`src/rtl/dacw_pkg.sv`:
```
`timescale 1ns/1ps
package dacw_pkg;

  typedef enum logic [2:0] {
    ST_IDLE    = 3'd0,
    ST_SHIFT   = 3'd1,
    ST_LOAD    = 3'd2,
    ST_RECOVER = 3'd3,
    ST_CLEAR   = 3'd4
  } dacw_state_e;

  // Whole clock cycles covering a minimum time, never below one.
  function automatic int dacw_cycles(input int ns, input int clk_ns);
    int c;
    c = (ns + clk_ns - 1) / clk_ns;
    return (c < 1) ? 1 : c;
  endfunction

  function automatic int dacw_max(input int a, input int b);
    return (a > b) ? a : b;
  endfunction

endpackage

```
`src/rtl/dacw_timer.sv`:
```
`timescale 1ns/1ps
module dacw_timer #(
  parameter int CNT_W = 4
) (
  input  logic             clk,
  input  logic             rst,
  input  logic             load,
  input  logic [CNT_W-1:0] len,
  output logic             done
);

  logic [CNT_W-1:0] cnt_q;

  // A load of N makes done rise after N-1 further edges, so the state lasts N cycles.
  always_ff @(posedge clk) begin
    if (rst) begin
      cnt_q <= '0;
    end else if (load) begin
      cnt_q <= len - 1'b1;
    end else if (cnt_q != '0) begin
      cnt_q <= cnt_q - 1'b1;
    end
  end

  assign done = (cnt_q == '0);


  tmr_len_chk: assert property (@(posedge clk) disable iff (rst)
    load |-> (len != '0));


  tmr_run_chk: assert property (@(posedge clk) disable iff (rst)
    (load && len > 1) |=> !done);

endmodule

```
`src/rtl/dacw_shifter.sv`:
```
`timescale 1ns/1ps
module dacw_shifter #(
  parameter int W = 12
) (
  input  logic         clk,
  input  logic         rst,
  input  logic         load,
  input  logic         shift,
  input  logic [W-1:0] din,
  output logic         sout,
  output logic         last
);

  localparam int BC_W = $clog2(W + 1);

  logic [W-1:0]    sr_q;
  logic [BC_W-1:0] left_q;

  always_ff @(posedge clk) begin
    if (rst) begin
      sr_q   <= '0;
      left_q <= '0;
    end else if (load) begin
      sr_q   <= din;
      left_q <= BC_W'(W);
    end else if (shift) begin
      sr_q   <= {sr_q[W-2:0], 1'b0};
      left_q <= left_q - 1'b1;
    end
  end

  assign sout = sr_q[W-1];
  assign last = (left_q == BC_W'(1));


  shift_bound_chk: assert property (@(posedge clk) disable iff (rst)
    shift |-> (left_q > BC_W'(1)));


  load_shift_excl_chk: assert property (@(posedge clk) disable iff (rst)
    !(load && shift));

endmodule

```
`src/rtl/dac_wr_ctrl.sv`:
```
`timescale 1ns/1ps
module dac_wr_ctrl
  import dacw_pkg::*;
#(
  parameter int DATA_W     = 12,
  parameter int CLK_NS     = 8,
  parameter int SCLK_HI_NS = 25,
  parameter int SCLK_LO_NS = 25,
  parameter int SETUP_NS   = 15,
  parameter int HOLD_NS    = 15,
  parameter int LOAD_NS    = 20,
  parameter int RECOV_NS   = 15,
  parameter int CLR_NS     = 20
) (
  input  logic              clk,
  input  logic              rst,
  input  logic              code_valid,
  input  logic [DATA_W-1:0] code_data,
  output logic              code_ready,
  input  logic              clr_req,
  output logic              dac_sclk,
  output logic              dac_sdin,
  output logic              dac_load_n,
  output logic              dac_clr_n
);

  localparam int HI_CYC  = dacw_max(dacw_cycles(SCLK_HI_NS, CLK_NS), dacw_cycles(HOLD_NS, CLK_NS));
  localparam int LO_CYC  = dacw_max(dacw_cycles(SCLK_LO_NS, CLK_NS), dacw_cycles(SETUP_NS, CLK_NS));
  localparam int LD_CYC  = dacw_cycles(LOAD_NS, CLK_NS);
  localparam int REC_CYC = dacw_cycles(RECOV_NS, CLK_NS);
  localparam int CLR_CYC = dacw_cycles(CLR_NS, CLK_NS);
  localparam int MAX_CYC = dacw_max(dacw_max(dacw_max(HI_CYC, LO_CYC), dacw_max(LD_CYC, REC_CYC)), CLR_CYC);
  localparam int CNT_W   = $clog2(MAX_CYC + 1) + 1;

  dacw_state_e      state_q, state_d;
  logic             phase_hi_q, phase_hi_d;
  logic             pend_q, pend_d;
  logic             sclk_q, sclk_d;
  logic             load_n_q, load_n_d;
  logic             clr_n_q, clr_n_d;
  logic             ready_q, ready_d;
  logic             take_clr;

  logic             tmr_load, tmr_done;
  logic [CNT_W-1:0] tmr_len;
  logic             sh_load, sh_shift, sh_sout, sh_last;

  dacw_timer #(.CNT_W(CNT_W)) u_timer (
    .clk  (clk),
    .rst  (rst),
    .load (tmr_load),
    .len  (tmr_len),
    .done (tmr_done)
  );

  dacw_shifter #(.W(DATA_W)) u_shifter (
    .clk   (clk),
    .rst   (rst),
    .load  (sh_load),
    .shift (sh_shift),
    .din   (code_data),
    .sout  (sh_sout),
    .last  (sh_last)
  );

  always_comb begin
    state_d    = state_q;
    phase_hi_d = phase_hi_q;
    sclk_d     = sclk_q;
    load_n_d   = load_n_q;
    clr_n_d    = clr_n_q;
    tmr_load   = 1'b0;
    tmr_len    = '0;
    sh_load    = 1'b0;
    sh_shift   = 1'b0;
    take_clr   = 1'b0;
    unique case (state_q)
      ST_IDLE: begin
        if (pend_q) begin
          state_d  = ST_CLEAR;
          clr_n_d  = 1'b0;
          take_clr = 1'b1;
          tmr_load = 1'b1;
          tmr_len  = CNT_W'(CLR_CYC);
        end else if (code_valid && ready_q) begin
          state_d    = ST_SHIFT;
          phase_hi_d = 1'b0;
          sh_load    = 1'b1;
          tmr_load   = 1'b1;
          tmr_len    = CNT_W'(LO_CYC);
        end
      end
      ST_SHIFT: begin
        if (tmr_done) begin
          tmr_load = 1'b1;
          if (!phase_hi_q) begin
            sclk_d     = 1'b1;
            phase_hi_d = 1'b1;
            tmr_len    = CNT_W'(HI_CYC);
          end else begin
            sclk_d     = 1'b0;
            phase_hi_d = 1'b0;
            if (sh_last) begin
              state_d  = ST_LOAD;
              load_n_d = 1'b0;
              tmr_len  = CNT_W'(LD_CYC);
            end else begin
              sh_shift = 1'b1;
              tmr_len  = CNT_W'(LO_CYC);
            end
          end
        end
      end
      ST_LOAD: begin
        if (tmr_done) begin
          state_d  = ST_RECOVER;
          load_n_d = 1'b1;
          tmr_load = 1'b1;
          tmr_len  = CNT_W'(REC_CYC);
        end
      end
      ST_RECOVER: begin
        if (tmr_done) state_d = ST_IDLE;
      end
      ST_CLEAR: begin
        if (tmr_done) begin
          state_d = ST_IDLE;
          clr_n_d = 1'b1;
        end
      end
      default: state_d = ST_IDLE;
    endcase
    pend_d  = (pend_q || clr_req) && !take_clr;
    ready_d = (state_d == ST_IDLE) && !pend_d;
  end

  always_ff @(posedge clk) begin
    if (rst) begin
      state_q    <= ST_IDLE;
      phase_hi_q <= 1'b0;
      pend_q     <= 1'b0;
      sclk_q     <= 1'b0;
      load_n_q   <= 1'b1;
      clr_n_q    <= 1'b1;
      ready_q    <= 1'b1;
    end else begin
      state_q    <= state_d;
      phase_hi_q <= phase_hi_d;
      pend_q     <= pend_d;
      sclk_q     <= sclk_d;
      load_n_q   <= load_n_d;
      clr_n_q    <= clr_n_d;
      ready_q    <= ready_d;
    end
  end

  assign code_ready = ready_q;
  assign dac_sclk   = sclk_q;
  assign dac_sdin   = sh_sout;
  assign dac_load_n = load_n_q;
  assign dac_clr_n  = clr_n_q;

  // Phase-length monitor for the assertions: cycles the previous sclk level was held.
  logic             sclk_dly_q;
  logic [CNT_W-1:0] run_q;
  always_ff @(posedge clk) begin
    if (rst) begin
      sclk_dly_q <= 1'b0;
      run_q      <= '0;
    end else begin
      sclk_dly_q <= sclk_q;
      if (sclk_q != sclk_dly_q) run_q <= CNT_W'(1);
      else if (run_q != {CNT_W{1'b1}}) run_q <= run_q + 1'b1;
    end
  end


  sclk_low_len_chk: assert property (@(posedge clk) disable iff (rst)
    (sclk_q && !sclk_dly_q) |-> (run_q >= CNT_W'(LO_CYC)));


  sclk_high_len_chk: assert property (@(posedge clk) disable iff (rst)
    (!sclk_q && sclk_dly_q) |-> (run_q >= CNT_W'(HI_CYC)));


  sdin_hold_chk: assert property (@(posedge clk) disable iff (rst)
    (dac_sclk && $past(dac_sclk)) |-> $stable(dac_sdin));


  load_sclk_low_chk: assert property (@(posedge clk) disable iff (rst)
    !dac_load_n |-> !dac_sclk);


  ready_idle_chk: assert property (@(posedge clk) disable iff (rst)
    code_ready |-> (!dac_sclk && dac_load_n && dac_clr_n));


  strobe_excl_chk: assert property (@(posedge clk) disable iff (rst)
    !(!dac_load_n && !dac_clr_n));


  clr_after_frame_chk: assert property (@(posedge clk) disable iff (rst)
    $fell(dac_clr_n) |-> ($past(dac_load_n) && !$past(dac_sclk)));

endmodule

```
`config.mk`:
```
export PLATFORM = sky130hd
export DESIGN_NAME = dac_wr_ctrl
export DESIGN_NICKNAME = d
export VERILOG_FILES = /design/src/rtl/dacw_pkg.sv /design/src/rtl/dacw_timer.sv /design/src/rtl/dacw_shifter.sv /design/src/rtl/dac_wr_ctrl.sv
export SDC_FILE = /design/constraint.sdc
export NUM_CORES = 1
export LEC_CHECK = 0
export ABC_AREA = 0
export CORE_ASPECT_RATIO = 0.5
export CORE_MARGIN = 2
export CORE_UTILIZATION = 58
export CTS_BUF_LIST = sky130_fd_sc_hd__clkbuf_4 sky130_fd_sc_hd__clkbuf_8 sky130_fd_sc_hd__clkbuf_16
export DETAILED_ROUTE_END_ITERATION = 16
export PLACE_DENSITY = 0.83
export SYNTH_ARGS = -nofsm -noshare
export SYNTH_HDL_FRONTEND = slang
export SYNTH_SLANG_ARGS = --single-unit
```
`constraint.sdc`:
```
create_clock -name clk -period 3.4 [get_ports clk]
set_input_delay 0.51 -clock clk [delete_from_list [all_inputs] [get_ports clk]]
set_output_delay 0.51 -clock clk [all_outputs]
set_load 0.01 [all_outputs]
```
==> metrics.md <==
| Metric | Value |
|---|---|
| EDFF count, synth | `0` |
| Max incr delay on CP | `approximately 0.80 ns` |
| Worst setup SP type | `flop` |
| Number of I/O pins | `21` |
| Number of rows created at floorplan | `13` |
| Worst R2R End | `code_ready` |
| CP endpoint kind | `flop` |
| Worst Setup Path Type | `reg2reg` |
| Wire length on met1 | `1440 um` |
| Largest area contributor in the synthesized netlist | `sky130_fd_sc_hd__dfxtp_1` |
| Crit-path slowest cell | `sky130_fd_sc_hd__or3_1` |
| Root buffer cell | `sky130_fd_sc_hd__clkbuf_8` |
| Fin Setup TNS | `0 ns` |
| Clk_lat worst skew | `between 0.2 and 0.3 ns` |
| Synth top area cells | `sky130_fd_sc_hd__dfxtp_1, sky130_fd_sc_hd__a211oi_2, sky130_fd_sc_hd__mux2i_1` |
| R2R Setup Slk | `approximately 1.0 ns` |
| Post-CTS setup buffer count | `0` |
| Class of the tightest hold or removal check | `reg2reg` |
| Startpoint of the most critical register-to-register path | `state_q[2]` |
| Number of synthesized register bits | `29` |
| Highest routing layer actually used | `met4` |
| Power density cells | `between 600 and 700 mW/mm^2` |
| Count of vias placed by the detailed router | `1196` |
| Number of setup violations in the final report | `0` |
| Post-route clock period utilization | `about 71%` |
| Top library cells by usage in the layout, fill and taps aside | `sky130_fd_sc_hd__dfxtp_1, sky130_fd_sc_hd__nor2_1, sky130_fd_sc_hd__clkdlybuf4s50_1, sky130_fd_sc_hd__mux2i_1, sky130_fd_sc_hd__a211oi_2` |
| Layout cell share with drive strength beyond 1 | `between 10% and 20%` |
| Run status | `completed` |
| Post-synthesis net count | `between 150 and 200` |
| Post-CTS sizing | `0` |
| First-pass detailed-route iteration total | `4` |
| Setup repair after global routing missed its margin | `no` |
| Yosys top cell area share | `between 30 and 40%` |
| Final routed wirelength across all metal layers | `2920 um` |
| Buffers from clock root to sink, at most | `2` |
| Combined area of all synthesized cells | `between 0.0015 and 0.002 mm^2` |
| Critical Path Fanout Max | `26` |
| Via count of the first global-routing pass | `1153` |
| Async SR Flop Fraction | `0%` |
| Number of nets with antenna violations after detailed routing | `0` |
| Overall fraction of global-route tracks in use | `21.0%` |
| Worst hold slack | `around 0.47 ns` |
| Largest net degree at the start of global routing | `27` |
| Relative area change from synthesis to final layout | `18.5%` |
| Post-synthesis cell type count | `44` |
| Clk sink count | `29` |
| Port-buffer cells | `20` |
| Global route total overflow | `0` |
| Post-synthesis instance total | `159` |
| Remaining design rule violation count | `0` |
| Lkg Pwr | `between 0.7 and 0.8 nW` |
| Final Worst Setup Slack | `between 1 and 1.5 ns` |
| Met2 wire length | `~1300 um` |
| Worst r2r path cells | `4` |
| Number of buffers inserted for hold repair after clock tree synthesis | `0` |
| Sequential share of the synthesized area | `36.8%` |
| Crit path launch | `state_q[2]` |
| Die span in y | `about 41 um` |
| Mean instance size in the synthesized netlist | `~10 um^2` |
| Core footprint | `0.00259 mm^2` |
| Top FF cell, synth | `sky130_fd_sc_hd__dfxtp_1` |
| Clk slew on worst S/H paths | `~0.060 ns` |
| Drt initial violations | `54` |
| Full die area | `about 0.0032 mm^2` |
| Worst-case setup slack after placement | `slightly below 0.9 ns` |
| Wire length of the first global-routing pass | `a little under 5000 um` |
| Number of hold violations in the final report | `0` |
| Antenna cells | `0` |
| Data required time of the critical path | `3.58 ns` |
| Period minus WS final | `2.40 ns` |
| Weighted congestion at the end of routability-driven global placement | `between 0.8 and 0.9` |
| Worst slew margin | `between 30 and 40%` |
| Half-perimeter wire length after placement | `2040 um` |
| Starting Density | `61.1%` |
| Capture point of the worst path | `code_ready` |
| Number of buffers created by CTS | `5` |
| Most common cell after layout, fill and taps aside | `sky130_fd_sc_hd__dfxtp_1` |
| Avg WL per Cell | `~14 um` |
| Arrival time at the worst endpoint | `2.58 ns` |
| DR vias/cell | `about 5.6` |
| Final number of max-transition violations | `0` |
| Initial antenna violation count | `0` |
| H-tree levels | `2` |
| Floorplan die width | `between 70 and 80 um` |
| Pin slew with the least headroom to its limit | `between 1 and 1.5 ns` |
| Warnings, synthesis | `0` |
| Clock tree from TritonCTS | `built` |
| Fmax achieved | `417 MHz` |
| Layout Skew | `approximately 0.0054 ns` |
| Routed wire length on met3 | `115 um` |
| Final layout net count | `between 150 and 200` |
| Worst IR Drop VDD | `roughly 0.00057 V` |
| Max-cap violation count | `0` |
| Cell-by-cell listing of the critical path | `or3_4 -> or3_1 -> a311oi_4 -> nor4_2` |
==> final cells by class <==
type	instances	area, um^2
Sequential cell	29	581
Tap cell	37	46.3
Timing Repair Buffer	22	215
Inverter	3	11.3
Clock buffer	7	90.1
Fill cell	177	714
Clock inverter	1	30.0
Multi-Input combinational cell	115	898
==> worst min path at each step <==
stage	slack, ns	depth (start not counted)	endpoint	start
after floorplan	0.45	2	u_shifter.sr_q[0]	u_shifter.sr_q[0]
after global placement	0.45	1	dac_load_n	dac_load_n
after global routing	0.50	2	u_shifter.sr_q[0]	u_shifter.sr_q[0]
after CTS	0.47	2	u_shifter.sr_q[0]	u_shifter.sr_q[0]
final	0.47	2	u_shifter.sr_q[0]	u_shifter.sr_q[0]
after detailed placement	0.46	1	dac_load_n	dac_load_n
==> critical path: cells and delay by family (launching register included) <==
kind            cells  cell delay (ns)
simple gates        3             1.39
flops               1             0.70
compound gates      1             0.21
==> logic make-up after synthesis <==
family / after synthesis / synth area share, %
AND/OR/NAND/NOR: 59 / 23.7
buffers and inverters: 15 / 6.34
multiplexers: 12 / 7.61
XOR/XNOR: 5 / 2.77
adder cells (fa/ha/maj): 2 / 1.58
flip-flops: 29 / 36.8
AO/OA/AOI/OAI: 37 / 21.2
==> stage by stage <==
step                util, %  power, mW  std cells  area (um^2)
global placement       67.7      0.818        206         1750
detailed placement     67.7      0.833        206         1750
floorplan                 -      0.759        159         1580
global route           72.4       1.27        214         1870
finish                 72.4       1.20        214         1870
CTS                    72.4       1.21        214         1870
==> layer usage <==
layer | up-vias | track usage (%)
met5 | - | 0
li1 | 616 | -
met4 | 0 | 12.1
met2 | 20 | 40.1
met3 | 7 | 6.39
met1 | 553 | 22.4
==> registers in the layout, indices dropped and copies added, names as in the netlist <==
name / count
u_shifter.sr_q: 12
pend_q: 1
dac_clr_n: 1
u_timer.cnt_q: 4
dac_sclk: 1
state_q: 3
dac_load_n: 1
code_ready: 1
phase_hi_q: 1
u_shifter.left_q: 4
==> synth_stat cells (2+ instances only) <==
library cell	instances
sky130_fd_sc_hd__nor2_1	25
sky130_fd_sc_hd__nor4_4	2
sky130_fd_sc_hd__ha_1	2
sky130_fd_sc_hd__clkbuf_1	4
sky130_fd_sc_hd__dfxtp_1	29
sky130_fd_sc_hd__xnor2_1	4
sky130_fd_sc_hd__buf_2	2
sky130_fd_sc_hd__inv_1	3
sky130_fd_sc_hd__a21oi_1	8
sky130_fd_sc_hd__o21ai_0	4
sky130_fd_sc_hd__buf_6	5
sky130_fd_sc_hd__nor3_1	8
sky130_fd_sc_hd__a211oi_2	12
sky130_fd_sc_hd__mux2i_1	12
sky130_fd_sc_hd__nor4b_1	2
sky130_fd_sc_hd__nand3_1	2
sky130_fd_sc_hd__a211oi_1	2
sky130_fd_sc_hd__nand2_1	7
==> power by group <==
group          switching, mW  total, mW  leakage, nW  internal [mW]
logic                  0.191      0.363        0.450          0.172
registers             0.0674      0.466        0.238          0.399
clock network          0.127      0.373       0.0619          0.246
total                  0.385       1.20        0.750          0.818
No activity file was read; power rests on OpenSTA's default activity.
